===== config.mk =====
export PLATFORM = sky130hd
export DESIGN_NAME = dlw_engine
export DESIGN_NICKNAME = d
export VERILOG_FILES = /design/src/rtl/dlw_pkg.sv /design/src/rtl/dlw_pattern.sv /design/src/rtl/dlw_addr_gen.sv /design/src/rtl/dlw_fold.sv /design/src/rtl/dlw_engine.sv
export SDC_FILE = /design/constraint.sdc
export NUM_CORES = 1
export LEC_CHECK = 0
export ABC_AREA = 1
export BUFFER_PORTS_ARGS = -buffer_cell sky130_fd_sc_hd__buf_2
export CAP_MARGIN = 20
export CORE_MARGIN = 4
export CORE_UTILIZATION = 30
export DETAILED_ROUTE_END_ITERATION = 6
export GPL_TIMING_DRIVEN = 0
export PLACE_DENSITY = 0.58
export SLEW_MARGIN = 5
export SYNTH_ARGS = -nofsm -noshare
export SYNTH_HDL_FRONTEND = slang
export SYNTH_HIERARCHICAL = 1
export SYNTH_SLANG_ARGS = --single-unit

===== constraint.sdc =====
create_clock -name clk -period 6.43 [get_ports clk]
set_clock_uncertainty 0.15 [all_clocks]
set_input_delay 1.286 -clock clk [delete_from_list [all_inputs] [get_ports clk]]
set_output_delay 1.286 -clock clk [all_outputs]
set_load 0.03 [all_outputs]

===== src/rtl/dlw_pkg.sv =====
`timescale 1ns/1ps
package dlw_pkg;
    typedef enum logic [2:0] {
        ST_IDLE  = 3'd0,
        ST_WRITE = 3'd1,
        ST_RREQ  = 3'd2,
        ST_RWAIT = 3'd3,
        ST_DONE  = 3'd4
    } dlw_state_e;
endpackage


===== src/rtl/dlw_pattern.sv =====
`timescale 1ns/1ps
// Word k of a run: one-hot at bit k/2, inverted for even k.
module dlw_pattern #(
    parameter int DATA_W = 32,
    parameter int IDX_W  = 6
) (
    input  logic [IDX_W-1:0]  idx,
    output logic [DATA_W-1:0] word
);
    localparam int PAIR_W = IDX_W - 1;

    logic [PAIR_W-1:0] pair;
    logic [DATA_W-1:0] one_hot;

    assign pair = idx[IDX_W-1:1];

    for (genvar b = 0; b < DATA_W; b++) begin : g_bit
        assign one_hot[b] = (pair == PAIR_W'(b));
    end

    assign word = idx[0] ? one_hot : ~one_hot;
endmodule


===== src/rtl/dlw_addr_gen.sv =====
`timescale 1ns/1ps
module dlw_addr_gen #(
    parameter int ADDR_W = 32,
    parameter int IDX_W  = 6
) (
    input  logic [ADDR_W-1:0] base,
    input  logic [IDX_W-1:0]  idx,
    output logic [ADDR_W-1:0] addr
);
    assign addr = base + ADDR_W'({idx, 2'b00});
endmodule


===== src/rtl/dlw_fold.sv =====
`timescale 1ns/1ps
module dlw_fold #(
    parameter int DATA_W = 32
) (
    input  logic [DATA_W-1:0] mask_in,
    input  logic [DATA_W-1:0] rdata,
    input  logic [DATA_W-1:0] expect_word,
    output logic [DATA_W-1:0] mask_out
);
    assign mask_out = mask_in | (rdata ^ expect_word);
endmodule


===== src/rtl/dlw_engine.sv =====
`timescale 1ns/1ps
module dlw_engine #(
    parameter int ADDR_W = 32,
    parameter int DATA_W = 32
) (
    input  logic              clk,
    input  logic              rst_n,
    input  logic              start_i,
    input  logic [ADDR_W-1:0] base_i,
    output logic [ADDR_W-1:0] mem_addr_o,
    output logic [DATA_W-1:0] mem_wdata_o,
    output logic [DATA_W/8-1:0] mem_be_o,
    output logic              mem_we_o,
    output logic              mem_re_o,
    input  logic [DATA_W-1:0] mem_rdata_i,
    input  logic              mem_rvalid_i,
    output logic              busy_o,
    output logic              done_o,
    output logic [DATA_W-1:0] err_mask_o,
    output logic              pass_o
);
    import dlw_pkg::*;

    localparam int BE_W  = DATA_W / 8;
    localparam int WORDS = 2 * DATA_W;
    localparam int IDX_W = $clog2(WORDS);
    localparam logic [IDX_W-1:0]  LAST_IDX = IDX_W'(WORDS - 1);
    localparam logic [ADDR_W-1:0] ALIGN_M  = ~ADDR_W'(3);

    typedef struct packed {
        dlw_state_e        st;
        logic [ADDR_W-1:0] base;
        logic [IDX_W-1:0]  idx;
        logic [DATA_W-1:0] mask;
        logic              pass;
    } regs_t;

    regs_t r_d, r_q;

    logic [DATA_W-1:0] pat_word;
    logic [ADDR_W-1:0] cur_addr;
    logic [DATA_W-1:0] folded;
    logic              idle_like;

    dlw_pattern #(.DATA_W(DATA_W), .IDX_W(IDX_W)) i_pattern (
        .idx  (r_q.idx),
        .word (pat_word)
    );

    dlw_addr_gen #(.ADDR_W(ADDR_W), .IDX_W(IDX_W)) i_addr_gen (
        .base (r_q.base),
        .idx  (r_q.idx),
        .addr (cur_addr)
    );

    dlw_fold #(.DATA_W(DATA_W)) i_fold (
        .mask_in     (r_q.mask),
        .rdata       (mem_rdata_i),
        .expect_word (pat_word),
        .mask_out    (folded)
    );

    assign idle_like = (r_q.st == ST_IDLE) || (r_q.st == ST_DONE);

    always_comb begin
        r_d = r_q;
        case (r_q.st)
            ST_WRITE: begin
                if (r_q.idx == LAST_IDX) begin
                    r_d.st  = ST_RREQ;
                    r_d.idx = '0;
                end else begin
                    r_d.idx = r_q.idx + 1'b1;
                end
            end
            ST_RREQ: r_d.st = ST_RWAIT;
            ST_RWAIT: begin
                if (mem_rvalid_i) begin
                    r_d.mask = folded;
                    if (r_q.idx == LAST_IDX) begin
                        r_d.st   = ST_DONE;
                        r_d.pass = (folded == '0);
                    end else begin
                        r_d.st  = ST_RREQ;
                        r_d.idx = r_q.idx + 1'b1;
                    end
                end
            end
            default: r_d.st = ST_IDLE;
        endcase
        if (idle_like && start_i) begin
            r_d.st   = ST_WRITE;
            r_d.base = base_i & ALIGN_M;
            r_d.idx  = '0;
            r_d.mask = '0;
            r_d.pass = 1'b0;
        end
    end

    always_ff @(posedge clk or negedge rst_n) begin
        if (!rst_n) r_q <= '{st: ST_IDLE, default: '0};
        else        r_q <= r_d;
    end

    assign mem_we_o    = (r_q.st == ST_WRITE);
    assign mem_re_o    = (r_q.st == ST_RREQ);
    assign mem_addr_o  = cur_addr;
    assign mem_wdata_o = mem_we_o ? pat_word : '0;
    assign mem_be_o    = mem_we_o ? {BE_W{1'b1}} : '0;
    assign busy_o      = !idle_like;
    assign done_o      = (r_q.st == ST_DONE);
    assign err_mask_o  = r_q.mask;
    assign pass_o      = r_q.pass;
endmodule


==> Yosys cells after proc, flatten, opt, wreduce, memory -nomap -nowiden <==
Cells that the tools add are included.
{ "classes": {"n_mux": 14, "magnitude_cmp": 0, "n_div": 0, "bitwise": 3, "eq_ne": 39, "addsub": 2, "multipliers": 0, "n_reduce_logical": 14, "shift": 0} }
{ "op_table": {"columns": ["operator", "n"], "rows": [
  ["5-bit equality test, second input constant", 16],
  ["74-bit two-way mux", 1],
  ["32-bit two-way mux", 2],
  ["5-bit by 4-bit equality test with 1-bit output, second input constant", 8],
  ["39-bit two-way mux", 1],
  ["33-bit two-way mux", 1],
  ["32-bit by 8-bit adder with 32-bit output", 1],
  ["32-bit logical NOT", 1],
  ["32-bit inverter", 1],
  ["32-bit OR", 1],
  ["32-bit bitwise XOR", 1],
  ["5-bit by 3-bit equality test with 1-bit output, second input constant", 4],
  ["6-bit two-way mux", 2],
  ["6-bit case mux with 2 select lines", 1],
  ["5-bit by 2-bit equality test with 1-bit output, second input constant", 2],
  ["3-bit two-way mux", 3],
  ["3-bit case mux with 3 select lines", 1],
  ["6-bit by 1-bit adder with 6-bit output, second input constant", 1],
  ["3-bit by 2-bit equality test with 1-bit output, second input constant", 2],
  ["6-bit equality test, second input constant", 1],
  ["3-bit != test, second input constant", 2],
  ["3-bit AND reduction", 2],
  ["2-bit nonzero test", 3],
  ["5-bit by 1-bit equality test with 1-bit output, second input constant", 1],
  ["other kinds (12)", 13]
]} }
{ "totals": {"memories": 0, "wordCells": 77, "ramBits": 0, "romBits": 0, "latch_bits": 0, "out_inout_bits": 105, "register_bits": 72, "in_bits": 68} }

==> Longest topological paths before layout <==
{ "logic_depth": {"word_depth": 10, "ltp_mapped": 16, "ltp_nobuf": 15} }

==> By module <==
The synthesis kept the hierarchy.
{ "modules_own_cells": {"columns": ["mod", "cells_per_inst", "seq_area_each_um2", "area_per_inst_um2", "n_inst"], "rows": [
  ["dlw_engine", 490, 1801.7, 3677.3, 1],
  ["dlw_addr_gen", 243, 0.0, 1227.4, 1],
  ["dlw_pattern", 175, 0.0, 843.3, 1],
  ["dlw_fold", 192, 0.0, 760.7, 1]
]} }

==> Least setup slack after synthesis <==
OpenSTA, ideal clock, no wires.
{ "synth_timing": {"path_kind": "register to output", "from": "reg r_q[33] (netlist name)", "to": "out mem_addr_o[10]", "path_stages_with_launch": 10, "slack_ns": 2.987, "required_time_ns": 4.994, "arrival_ns": 2.007, "n_path_buf": 0, "path_cell_list": "dfrtp_1 > ha_1 > inv_1 > fa_1 > inv_1 > nand3_1 > nand2_2 > nand3_1 > o21ai_2 > xor2_1"} }
{ "synth_via": {"elab_chain_cells": 1} }
{ "synth_rtl": {"columns": ["item", "line", "source"], "rows": [
  ["start, declared", "dlw_engine.sv:38", "regs_t r_d, r_q;"],
  ["start signal, assigned", "dlw_engine.sv:102", "else r_q <= r_d;"],
  ["32-bit by 8-bit adder with 32-bit output", "dlw_addr_gen.sv:10", "assign addr = base + ADDR_W'({idx, 2'b00});"],
  ["end, declared", "dlw_engine.sv:10", "output logic [ADDR_W-1:0] mem_addr_o,"]
]} }
Every way passes these cells.

==> Final worst setup path <==
{ "layout_timing": {"from": "reg r_q[33] (netlist name)", "to": "out mem_addr_o[16]"} }
The elaborated chain is that of the path after synthesis.

==> flow_metrics.py <==
metrics = {
    "route": {
        "postRouteAntennaNets": 0,
        "via_count": 7016,
        "drc": 0,
        "firstDrtPassIters": 5,
        "vias_per_cell": 4.49,
        "drt-initial-drc-count": 409,
        "routedWlPerCell_um": 13.5,
        "wl_mm": 21.1,
    },
    "pwr": {
        "p_per_area_nw_per_um2": 134,
        "internal_power_mw": 0.831,
        "p_leak_nw": 4.59,
        "swShare": 0.228,
        "combinationalPowerShare": 0.058,
        "switchingPower_mw": 0.245,
        "seq_power_share": 0.421,
        "clkPwrFrac": 0.521,
        "peakVddDrop_uv": 110,
    },
    "worst_setup_path": {
        "startpoint_type": "flip-flop",
        "cp_slowest_stage_delay_ns": 0.49,
        "rr_startpoint": "r_q[33]$_DFFE_PN0P_",
        "critPathCaptureType": "output pin",
        "crit_fanout": 7,
        "crit_type": "reg2out",
        "worstPathRequired_ns": 4.99,
        "worstPathCellList": "ha_1 > inv_1 > fa_1 > inv_1 > nand3_1 > nand2_2 > nand2_1 > nand2_2 > nand2_1 > xor2_1 > buf_2",
        "worstPathArrival_ns": 2.59,
        "crit_start": "r_q[33]$_DFFE_PN0P_",
        "cp_slowest_cell": "dfrtp_1",
    },
    "global_route": {
        "grt_max_degree": 53,
        "grt_pass1_vias": 6446,
        "grt_pass1_wl_mm": 33.9,
        "antenna_found_initial": 1,
        "gr-usage-all-layers": 0.174,
        "grt-ovfl-total": 0,
    },
    "clock_tree": {
        "htreeDepth": 3,
        "clkSlewWorstSetupHoldPaths_ns": 0.06,
        "clk_path_buf_depth": 2,
        "cts_root_buffer": "clkbuf_16",
        "worstSkewPairLatency_ns": 0.34,
        "post_cts_resize_count": 0,
        "hold_buffers": 0,
        "postCtsSetupRepairBufs": 0,
        "clock-sinks": 72,
        "cts_buffers": 9,
        "cts_tree": "done",
    },
    "synthesis": {
        "seq_area_frac_synth": 0.277,
        "synthCells": 1100,
        "syn_area_um2": 6510,
        "yosys_warnings": 6,
        "synth.distinct_cells": 32,
        "ys_seq_elements": 72,
        "syn_area_per_cell_um2": 5.92,
    },
    "finish": {
        "area_delta_synth_final_pct": 23.8,
        "drive_gt1_frac": 0.237,
        "final_core_util": 0.381,
        "fillers": 2335,
        "final_nets": 1356,
        "finalNonFillerCells": 1561,
    },
    "timing": {
        "slew_violations": 0,
        "worstMarginPinSlew_ns": 0.548,
        "rsz0062_at_grt": "no",
        "hold_viol": 0,
        "setup_viol": 0,
        "max_freq_ghz": 0.248,
        "finalCritPeriodShare": 0.626,
        "tns_ns": 0,
        "finalCriticalPeriod_ns": 4.03,
        "max_slew_margin": 0.635,
    },
    "placement": {
        "port_buffers": 167,
        "gp_congestion": 0.913,
        "hpwl_mm": 17.0,
        "placed_cells": 1544,
    },
    "die": {
        "rows": 53,
        "die_width_um": 155,
        "die_h_um": 155,
        "core-area_um2": 21200,
        "die-area_um2": 24100,
        "start_util": 0.308,
        "io_pins": 173,
    },
    "run": {
        "cap_viol_max_count": 0,
    },
    "min_path": {
        "min-delay-start": "r_q[45]$_DFFE_PN0P_",
        "hp-class": "reg2reg",
    },
    "outcome": {
        "outcome": "finished clean",
    },
}
[stage by stage]
step | total power [mW] | cell area [um^2] | hold slack [ns] | worst slack [ns]
after floorplan | 0.485 | 6510 | 0.303 | 2.99
after global placement | 0.522 | 7690 | 0.321 | 2.78
after detailed placement | 0.524 | 7720 | 0.319 | 2.75
after CTS | 1.09 | 8050 | 0.340 | 2.38
after global routing | 1.12 | 8060 | 0.359 | 2.27
final | 1.08 | 8060 | 0.335 | 2.40
[worst paths after layout]
| check | slack [ns] | end | depth (start not counted) |
|---|---|---|---|
| max in group asynchronous | 4.89 | r_q[61]$_DFFE_PN0P_ | 2 |
| min in group asynchronous | 0.69 | r_q[41]$_DFFE_PN0P_ | 1 |
| worst max-delay path | 2.40 | mem_addr_o[16] | 11 |
| worst min register to register | 0.34 | r_q[45]$_DFFE_PN0P_ | 2 |
| worst min-delay path | 0.34 | r_q[45]$_DFFE_PN0P_ | 2 |
| worst max register to register | 3.88 | pass_o$_DFFE_PN0P_ | 13 |
[cell families (layout without fill, tap and decap cells)]
family | after synthesis | count (layout) | share of synthesized area
other cells | 1 | 3 | 0.000576
buf+inv | 283 | 467 | 0.195
compound gates | 23 | 23 | 0.0200
xor+xnor | 12 | 12 | 0.0161
fa+ha+maj | 8 | 8 | 0.0165
simple gates | 701 | 701 | 0.475
flops | 72 | 72 | 0.277
[metal layers]
layer,wire length [um],vias to the layer above,GRT usage
met5,0,-,0
met4,646,0,0.0679
met3,1310,38,0.0312
met2,9250,183,0.267
met1,9880,3114,0.244
li1,-,3681,-
[cells in the mapped netlist]
master / instances / share of area
nand2_1: 378 / 0.22
inv_1: 190 / 0.11
nand3_1: 158 / 0.12
nor2_1: 83 / 0.048
dfrtp_1: 72 / 0.28
buf_4: 44 / 0.051
nand4_1: 32 / 0.031
buf_2: 23 / 0.018
nand2_2: 15 / 0.014
clkbuf_1: 13 / 0.0075
o21ai_0: 12 / 0.0092
inv_2: 11 / 0.0063
xor2_1: 11 / 0.015
nor2_2: 10 / 0.0096
ha_1: 7 / 0.013
nor2_4: 6 / 0.010
nand3b_1: 5 / 0.0058
nor3_1: 5 / 0.0038
nand3_2: 4 / 0.0062
a21oi_1: 3 / 0.0023
o21ai_1: 3 / 0.0023
o31ai_1: 3 / 0.0035
and2_1: 2 / 0.0019
buf_6: 2 / 0.0035
a21oi_2: 1 / 0.0013
and2_2: 1 / 0.0012
and2b_2: 1 / 0.0013
conb_1: 1 / 0.00058
fa_1: 1 / 0.0031
nor3b_2: 1 / 0.0019
o21ai_2: 1 / 0.0013
xnor2_1: 1 / 0.0013
[registers in the layout (all words and copies together) (netlist names)]
signal	flops
r_q	39
pass_o	1
err_mask_o	32
[critical path: cells and delay by family, from the launching register on]
family,cells,cell delay (ns)
XOR/XNOR,1,0.17
adder cells (fa/ha/maj),2,0.67
buffers and inverters,3,0.41
flip-flops,1,0.49
AND/OR/NAND/NOR,5,0.50
[cells in the final DEF (no fill, tap or decap), drive strengths merged, types with 11 or more instances in the layout]
master  count
buf       237
clkbuf     23
dfrtp      72
inv       202
nand2     393
nand3     162
nand4      32
nor2       99
o21ai      16
xor2       11
[power groups by stage]
| stage | sequential (mW) | clock, mW | combinational, mW |
|---|---|---|---|
| final | 0.453 | 0.561 | 0.0621 |
| after global routing | 0.453 | 0.593 | 0.0726 |
| after CTS | 0.453 | 0.573 | 0.0632 |
| after detailed placement | 0.461 | 0 | 0.0629 |
| after global placement | 0.461 | 0 | 0.0603 |
| after floorplan | 0.462 | 0 | 0.0234 |
[cell type report]
class                   count  area (um^2)  share of cell area
clock inverters             6         91.3              0.0113
inverters                 201          754              0.0937
plain buffers              82          517              0.0642
repair buffers            168          866               0.107
multi-input cells         746         3440               0.427
well taps                 275          344              0.0427
flip-flops and latches     72         1800               0.224
clock buffers              10          239              0.0297
diodes                      1         2.50            0.000311
No activity file was read; power rests on OpenSTA's default activity.
